## config.mk

```make
export PLATFORM = sky130hd
export DESIGN_NAME = sysctl_regs
export DESIGN_NICKNAME = d
export VERILOG_FILES = /design/src/rtl/sysctl_pkg.sv /design/src/rtl/sysctl_keygate.sv /design/src/rtl/sysctl_rstpulse.sv /design/src/rtl/sysctl_regs.sv
export SDC_FILE = /design/constraint.sdc
export NUM_CORES = 1
export LEC_CHECK = 0
export BUFFER_PORTS_ARGS = -buffer_cell sky130_fd_sc_hd__buf_2
export CAP_MARGIN = 20
export CORE_UTILIZATION = 54
export CTS_BUF_LIST = sky130_fd_sc_hd__clkbuf_4 sky130_fd_sc_hd__clkbuf_8
export CTS_CLUSTER_DIAMETER = 60
export DETAILED_ROUTE_END_ITERATION = 8
export PLACE_DENSITY_LB_ADDON = 0.12
export RECOVER_POWER = 25
export SLEW_MARGIN = 10
export SYNTH_ARGS = -nofsm -noshare
export SYNTH_HDL_FRONTEND = slang
export SYNTH_SLANG_ARGS = --single-unit
```

## constraint.sdc

```tcl
create_clock -name clk -period 2 [get_ports clk]
set_input_delay 0.1 -clock clk [delete_from_list [all_inputs] [get_ports clk]]
set_output_delay 0.1 -clock clk [all_outputs]
set_load 0.005 [all_outputs]
```

## src/rtl/sysctl_pkg.sv

```systemverilog
package sysctl_pkg;
  typedef enum logic [1:0] {
    A_LOCK = 2'd0,
    A_DEV  = 2'd1,
    A_CLK  = 2'd2,
    A_INFO = 2'd3
  } sysctl_addr_e;
  localparam int unsigned KEY_VALUE = 32'h0000_00AA;
endpackage

```

## src/rtl/sysctl_keygate.sv

```systemverilog
module sysctl_keygate #(
  parameter int DW  = 32,
  parameter int KEY = 32'h0000_00AA
) (
  input  logic          clk,
  input  logic          rst_n,
  input  logic          wr_en,
  input  logic          is_lock,
  input  logic [DW-1:0] wdata,
  output logic          armed_o
);
  logic key_hit;
  assign key_hit = wr_en && is_lock && (wdata == DW'(KEY));

  always_ff @(posedge clk) begin
    if (!rst_n)     armed_o <= 1'b0;
    else if (wr_en) armed_o <= key_hit;
  end


  arm_source_chk: assert property (@(posedge clk) disable iff (!rst_n)
    $rose(armed_o) |-> $past(wr_en && is_lock && wdata == DW'(KEY)));

  arm_consumed_chk: assert property (@(posedge clk) disable iff (!rst_n)
    (wr_en && !is_lock) |=> !armed_o);

  read_keeps_chk: assert property (@(posedge clk) disable iff (!rst_n)
    !wr_en |=> $stable(armed_o));
endmodule

```

## src/rtl/sysctl_rstpulse.sv

```systemverilog
module sysctl_rstpulse #(
  parameter int LEN = 4
) (
  input  logic clk,
  input  logic rst_n,
  input  logic req_bit,
  output logic pulse_o
);
  localparam int CW = $clog2(LEN + 1);
  logic          prev_q;
  logic [CW-1:0] cnt_q;
  logic          fall;

  assign fall = prev_q && !req_bit;

  always_ff @(posedge clk) begin
    if (!rst_n) begin
      prev_q <= 1'b0;
      cnt_q  <= '0;
    end else begin
      prev_q <= req_bit;
      if (fall)             cnt_q <= CW'(LEN);
      else if (cnt_q != 0)  cnt_q <= cnt_q - 1'b1;
    end
  end

  assign pulse_o = (cnt_q != 0);


  pulse_start_chk: assert property (@(posedge clk) disable iff (!rst_n)
    $rose(pulse_o) |-> $past(prev_q && !req_bit));

  no_spurious_chk: assert property (@(posedge clk) disable iff (!rst_n)
    (!pulse_o && !fall) |=> !pulse_o);
endmodule

```

## src/rtl/sysctl_regs.sv

```systemverilog
module sysctl_regs
  import sysctl_pkg::*;
#(
  parameter int DW        = 32,
  parameter int REV_LSB   = 8,
  parameter int REV_W     = 4,
  parameter int REV_VALUE = 5,
  parameter int SWRST_BIT = 31,
  parameter int RST_LEN   = 4
) (
  input  logic          clk,
  input  logic          rst_n,
  input  logic          bus_sel,
  input  logic          bus_wr,
  input  logic [1:0]    bus_addr,
  input  logic [DW-1:0] bus_wdata,
  output logic [DW-1:0] bus_rdata,
  output logic [DW-1:0] devcfg_o,
  output logic [DW-1:0] clkdiv_o,
  output logic          sw_reset_o
);
  localparam logic [DW-1:0] INFO_WORD = DW'(REV_VALUE) << REV_LSB;

  sysctl_addr_e a;
  logic wr_en, armed;
  logic [DW-1:0] devcfg_q, clkdiv_q;

  assign a     = sysctl_addr_e'(bus_addr);
  assign wr_en = bus_sel && bus_wr;

  sysctl_keygate #(.DW(DW), .KEY(KEY_VALUE)) u_gate (
    .clk(clk), .rst_n(rst_n), .wr_en(wr_en), .is_lock(a == A_LOCK),
    .wdata(bus_wdata), .armed_o(armed)
  );

  always_ff @(posedge clk) begin
    if (!rst_n) begin
      devcfg_q <= '0;
      clkdiv_q <= '0;
    end else if (wr_en && armed) begin
      if (a == A_DEV) devcfg_q <= bus_wdata;
      if (a == A_CLK) clkdiv_q <= bus_wdata;
    end
  end

  always_comb begin
    case (a)
      A_LOCK:  bus_rdata = DW'(armed);
      A_DEV:   bus_rdata = devcfg_q;
      A_CLK:   bus_rdata = clkdiv_q;
      default: bus_rdata = INFO_WORD;
    endcase
  end

  sysctl_rstpulse #(.LEN(RST_LEN)) u_pulse (
    .clk(clk), .rst_n(rst_n), .req_bit(devcfg_q[SWRST_BIT]), .pulse_o(sw_reset_o)
  );

  assign devcfg_o = devcfg_q;
  assign clkdiv_o = clkdiv_q;


  dev_guard_chk: assert property (@(posedge clk) disable iff (!rst_n)
    !$stable(devcfg_q) |-> $past(armed && wr_en && a == A_DEV));

  clk_guard_chk: assert property (@(posedge clk) disable iff (!rst_n)
    !$stable(clkdiv_q) |-> $past(armed && wr_en && a == A_CLK));

  dev_store_chk: assert property (@(posedge clk) disable iff (!rst_n)
    (armed && wr_en && a == A_DEV) |=> devcfg_q == $past(bus_wdata));
endmodule

```

# Word-level counts from Yosys, hierarchy flattened
# Index checks and enable logic that the tools add are counted.
# totals
regBits	69
output_inout_bits	97
# op_classes
add_sub_neg	1
eq_ne	3
mux	3
n_bitwise	1
n_reduce_logical	12
# ops
operator	count
$pmux W32 S3	1
$eq A32 B8 Y1 const B	1
$mux W3	2
$logic_and A1 B1 Y1	5
$reduce_and A2 Y1	2
$reduce_bool A3 Y1	1
$sub A3 B1 Y3 const B	1
$eq A2 B1 Y1 const B	1
$eq A2 B2 Y1 const B	1
$logic_not A2 Y1	1
$reduce_bool A2 Y1	1
$reduce_or A2 Y1	1
$logic_not A1 Y1	1
$not A1 Y1	1

# Logic depth before layout (Yosys ltp)
# logic_depth
word_depth	3
mapped_depth	6
ltp_nobuf	6

# Modules after synthesis
# Synthesis repeated with hierarchy kept, for this count alone.
# unflattened
cells_unflattened	329
area_unflattened_um2	3113.0
# by_module_without_submodules
module	instances	cells_each	area_per_inst_um2	seq_area_each_um2
sysctl_regs	1	294	2781.4	1281.2
sysctl_rstpulse	1	20	198.9	80.1
sysctl_keygate	1	15	132.6	20.0

# Worst setup path before layout
# Ideal clock, no wire load.
# synth_path
path_type	register -> register
startpoint	register u_pulse.cnt_q[0]
endpoint	register u_pulse.cnt_q[2]
setup_ps	123
t_arrival_ps	1008
required_time_ps	1877
setup_slack_ps	868
path_stages_with_launch	6
synth_period_minus_slack_ps	1132
path_cell_list	dfxtp_1 > inv_1 > ha_1 > ha_1 > mux2i_1 > a21boi_0
# synth_via
elab_chain_cells	3
word_cells_on_any_way	5
# synth_lines
item	line	rtl
start: declaration	sysctl_rstpulse.sv:11	logic [CW-1:0] cnt_q;
start signal: assignment	sysctl_rstpulse.sv:22	if (fall) cnt_q <= CW'(LEN);
start signal: assignment	sysctl_rstpulse.sv:23	else if (cnt_q != 0) cnt_q <= cnt_q - 1'b1;
$sub A3 B1 Y3	sysctl_rstpulse.sv:23	
$mux W3	sysctl_rstpulse.sv:23	
$mux W3	sysctl_rstpulse.sv:22	
# Parallel ways exist; a longest one is shown, timed or not. The select of a mux whose other input is x is not followed.
# A chain may end at the register's enable or synchronous reset.

# Worst setup path in the final report
# layout_path
startpoint	register u_pulse.cnt_q[0]
endpoint	output port sw_reset_o
# layout_via
elab_chain_cells	1
# layout_lines
item	line	rtl
$reduce_bool A3 Y1	sysctl_rstpulse.sv:27	assign pulse_o = (cnt_q != 0);
end: declaration	sysctl_regs.sv:20	output logic sw_reset_o
# No other way between the ends.

==> results.rst <==
.. list-table::
   :header-rows: 1

   * - Metric
     - Value
   * - P per Cell Area
     - between 700 and 800 mW/mm²
   * - Post-synthesis cell type with the largest combined area
     - dfxtp_1
   * - Count of mapped cells out of synthesis
     - 380
   * - Antenna diode instance count
     - 0
   * - Final wirelength
     - 9173 µm
   * - Top area cells in the synthesized netlist
     - dfxtp_1 (42%), a21boi_0 (14%), nand3_1 (10%)
   * - Die height
     - 79.69 µm
   * - Minimum period implied by the final worst setup slack
     - 1.497 ns
   * - Post-detailed-route count of antenna-violating nets
     - 0
   * - GRT Util Overall
     - 0.2906
   * - Worst Path Arrival
     - 1.40 ns
   * - Final GP Congestion
     - ~0.79
   * - Final count of negative-setup-slack endpoints
     - 0
   * - Remaining design rule violation count
     - 0
   * - Worst relative slew slack
     - 0.6223
   * - Buffers and inverters on the worst path
     - 3
   * - Clock-pin transition on the worst setup and hold timing paths
     - 0.08 ns
   * - Die Outline Area
     - 0.006351 mm²
   * - YS warnings
     - 0
   * - Static Leakage
     - 1.759 nW
   * - Maximum buffer depth of the clock tree
     - 2
   * - Setup crit end kind
     - output port
   * - First-pass DRT Iterations
     - 5
   * - Top cell type's share of synthesized area
     - 0.4238
   * - Port Buffer Count
     - 134
   * - Number of placement rows
     - 27
   * - Critical Path Fanout Max
     - 5
   * - Number of setup buffers added after CTS
     - 0
   * - Sum of negative setup slack
     - 0 ns
   * - Initial antenna violation count
     - 0
   * - Critical Path Start Type
     - flop
   * - Number of vias per cell after detailed routing
     - 5.897
   * - Wire length of the first global-routing pass
     - 14430 µm
   * - Initial core utilization
     - 0.5743
   * - Unique cell type count in the Yosys netlist
     - 27
   * - Vias in the first global route
     - 2958
   * - Final Hold Viols
     - 0
   * - H-tree depth reported by CTS
     - 3
   * - Quantity of gates resized following cts
     - 0
   * - RSZ-0062 raised after global routing
     - no
   * - Mapped Avg Cell Area
     - about 8.6 µm²
   * - Gr ovfl total
     - 0
   * - Cells along the critical path
     - inv_1, ha_1, ha_1, inv_1, buf_2
   * - Post-synthesis register bit count
     - 69
   * - Maximum clock frequency
     - 667.8 MHz
   * - Outcome
     - finished clean
   * - Detailed placer's ending HPWL
     - 6027 µm
   * - DRT iter0 DRCs
     - 179
   * - Number of pins exceeding their max-slew limit in the final report
     - 0
   * - TritonCTS buffer count
     - 9
   * - Max Clock Skew
     - 0.004453 ns
   * - CTS tree
     - built
   * - Max Cap Violations
     - 0
   * - Critical path class
     - flop to output port
   * - Maximum single-stage delay on the critical path
     - 0.36 ns
   * - Fraction of final layout cells sized beyond drive strength 1
     - 0.3114
   * - Latest clock arrival within the worst-skew pair
     - 0.34 ns
   * - Transition at the pin with the smallest max-transition slack
     - 0.5665 ns
   * - Horizontal die dimension
     - 79.69 µm
   * - CTS Root Cell
     - clkbuf_8
   * - Final core utilization
     - 0.7302
   * - Count of hold buffers inserted by post-cts repair
     - 0
   * - Routed vias
     - 3379
   * - Net count reported at finish
     - 537
   * - Synth Cell Area
     - roughly 0.0033 mm²
   * - Synthesized netlist net count
     - 421
   * - Core Footprint
     - 0.005675 mm²
   * - Maximum number of pins on one net before global-route repair
     - 69
   * - Wire length per cell after detailed routing
     - 16.01 µm
   * - Peak ir drop on the vdd network
     - 457.1 µV
   * - Clk sinks
     - 69
   * - Cell type of the slowest stage on the worst timing path
     - dfxtp_1
   * - Ratio of final minimum period to clock period
     - 0.7487
   * - Area overhead of the layout relative to synthesis
     - 27.14%
   * - Largest delay share family, worst path
     - adder cells
   * - I/O pin count
     - approximately 140
   * - WP data required
     - 1.90 ns
   * - Sequential share of the synthesized area
     - 0.4238
   * - Hold Path Class
     - primary input to flop
==> logic make-up (layout without fill, tap and decap cells) <==
kind of cell | Yosys count | count (layout) | synth area share
buffers and inverters | 47 | 168 | 0.06948
AO/OA/AOI/OAI | 163 | 163 | 0.3344
adder cells (fa/ha/maj) | 3 | 3 | 0.01152
XOR/XNOR | 1 | 1 | 0.002688
AND/OR/NAND/NOR | 95 | 95 | 0.1520
multiplexers | 2 | 2 | 0.006142
flip-flops | 69 | 69 | 0.4238
==> state kept, by name (all words and copies together), names as in the netlist <==
signal / count
clkdiv_o: 32
u_pulse.prev_q: 1
u_pulse.cnt_q: 3
u_gate.armed_o: 1
devcfg_o: 32
==> worst reg2reg max path, delay by kind of cell (launching register included) <==
kind,cells,cell delay (ns)
AO/OA/AOI/OAI,2,0.33
buffers and inverters,1,0.31
flip-flops,1,0.37
AND/OR/NAND/NOR,1,0.34
==> per-layer routing <==
metal  vias up  share of wire  track usage
met5         -              0            0
li1       1624              -            -
met2       126           0.49       0.4726
met3         9          0.065      0.04571
met4         0         0.0070      0.09636
met1      1620           0.44       0.3902
==> cell usage in the layout, fill, tap and decap left out, types with 4 or more instances in the layout <==
| cell type | n |
|---|---|
| nand3_1 | 66 |
| nor2_1 | 7 |
| nor4_1 | 4 |
| a22o_1 | 29 |
| inv_1 | 5 |
| buf_4 | 12 |
| clkbuf_8 | 9 |
| clkbuf_1 | 11 |
| buf_2 | 123 |
| a21boi_1 | 5 |
| a21boi_0 | 60 |
| o21ai_0 | 65 |
| dfxtp_1 | 69 |
==> Yosys cell counts, drive strengths merged <==
master	n
dfxtp	69
nand3	67
a21boi	65
o21ai	65
a22o	29
buf	23
clkbuf	19
nor2	7
inv	5
nor4	4
a21oi	3
ha	3
nand2	3
nand2b	3
nor4b	3
mux2i	2
nand4	2
nor2b	2
and2	1
and3	1
nor3	1
nor4bb	1
o31ai	1
xor2	1
==> through the flow <==
stage / cells / hold slack [ns] / total power, W / worst slack, ns / area, µm²
3_5_place_dp: 557 / 0.3847 / 0.001743 / 0.5919 / 3944
5_1_grt: 573 / 0.03191 / 0.003058 / 0.3862 / 4144
2_1_floorplan: 380 / 0.2466 / 0.001624 / 0.8683 / 3259
3_3_place_gp: 557 / 0.3808 / 0.001733 / 0.6557 / 3944
4_1_cts: 573 / 0.02841 / 0.002957 / 0.4779 / 4158
6_report: 573 / 0.03291 / 0.002946 / 0.5025 / 4144
==> power breakdown <==
group          switching (W)  leakage, nW  internal (W)
combinational       0.000193         1.10      0.000125
clock               0.000533        0.105      0.000695
sequential         0.0000103        0.556       0.00139
total               0.000737         1.76       0.00221
==> final timing paths <==
kind                                                     from                            end  slack, ns  depth (start not counted)
worst max-delay path            u_pulse.cnt_q[0]$_SDFFE_PP0P_                     sw_reset_o       0.50                          5
worst min-delay path                            bus_wdata[26]      devcfg_o[26]$_SDFFE_PN0P_       0.03                          3
worst max register to register    u_gate.armed_o$_SDFFE_PN0N_       devcfg_o[6]$_SDFFE_PN0P_       0.54                          4
worst min register to register  u_pulse.cnt_q[1]$_SDFFE_PP0P_  u_pulse.cnt_q[1]$_SDFFE_PP0P_       0.49                          2
==> area by class of cell <==
| class | count | area [µm²] |
|---|---|---|
| inverters | 5 | 18.77 |
| multi-input cells | 264 | 1673 |
| repair buffers | 147 | 767.0 |
| clock buffers | 9 | 123.9 |
| well taps | 72 | 90.09 |
| clock inverters | 7 | 90.09 |
| fillers | 482 | 1531 |
| flip-flops and latches | 69 | 1381 |
Note: power is estimated with default switching activity, not from simulation.
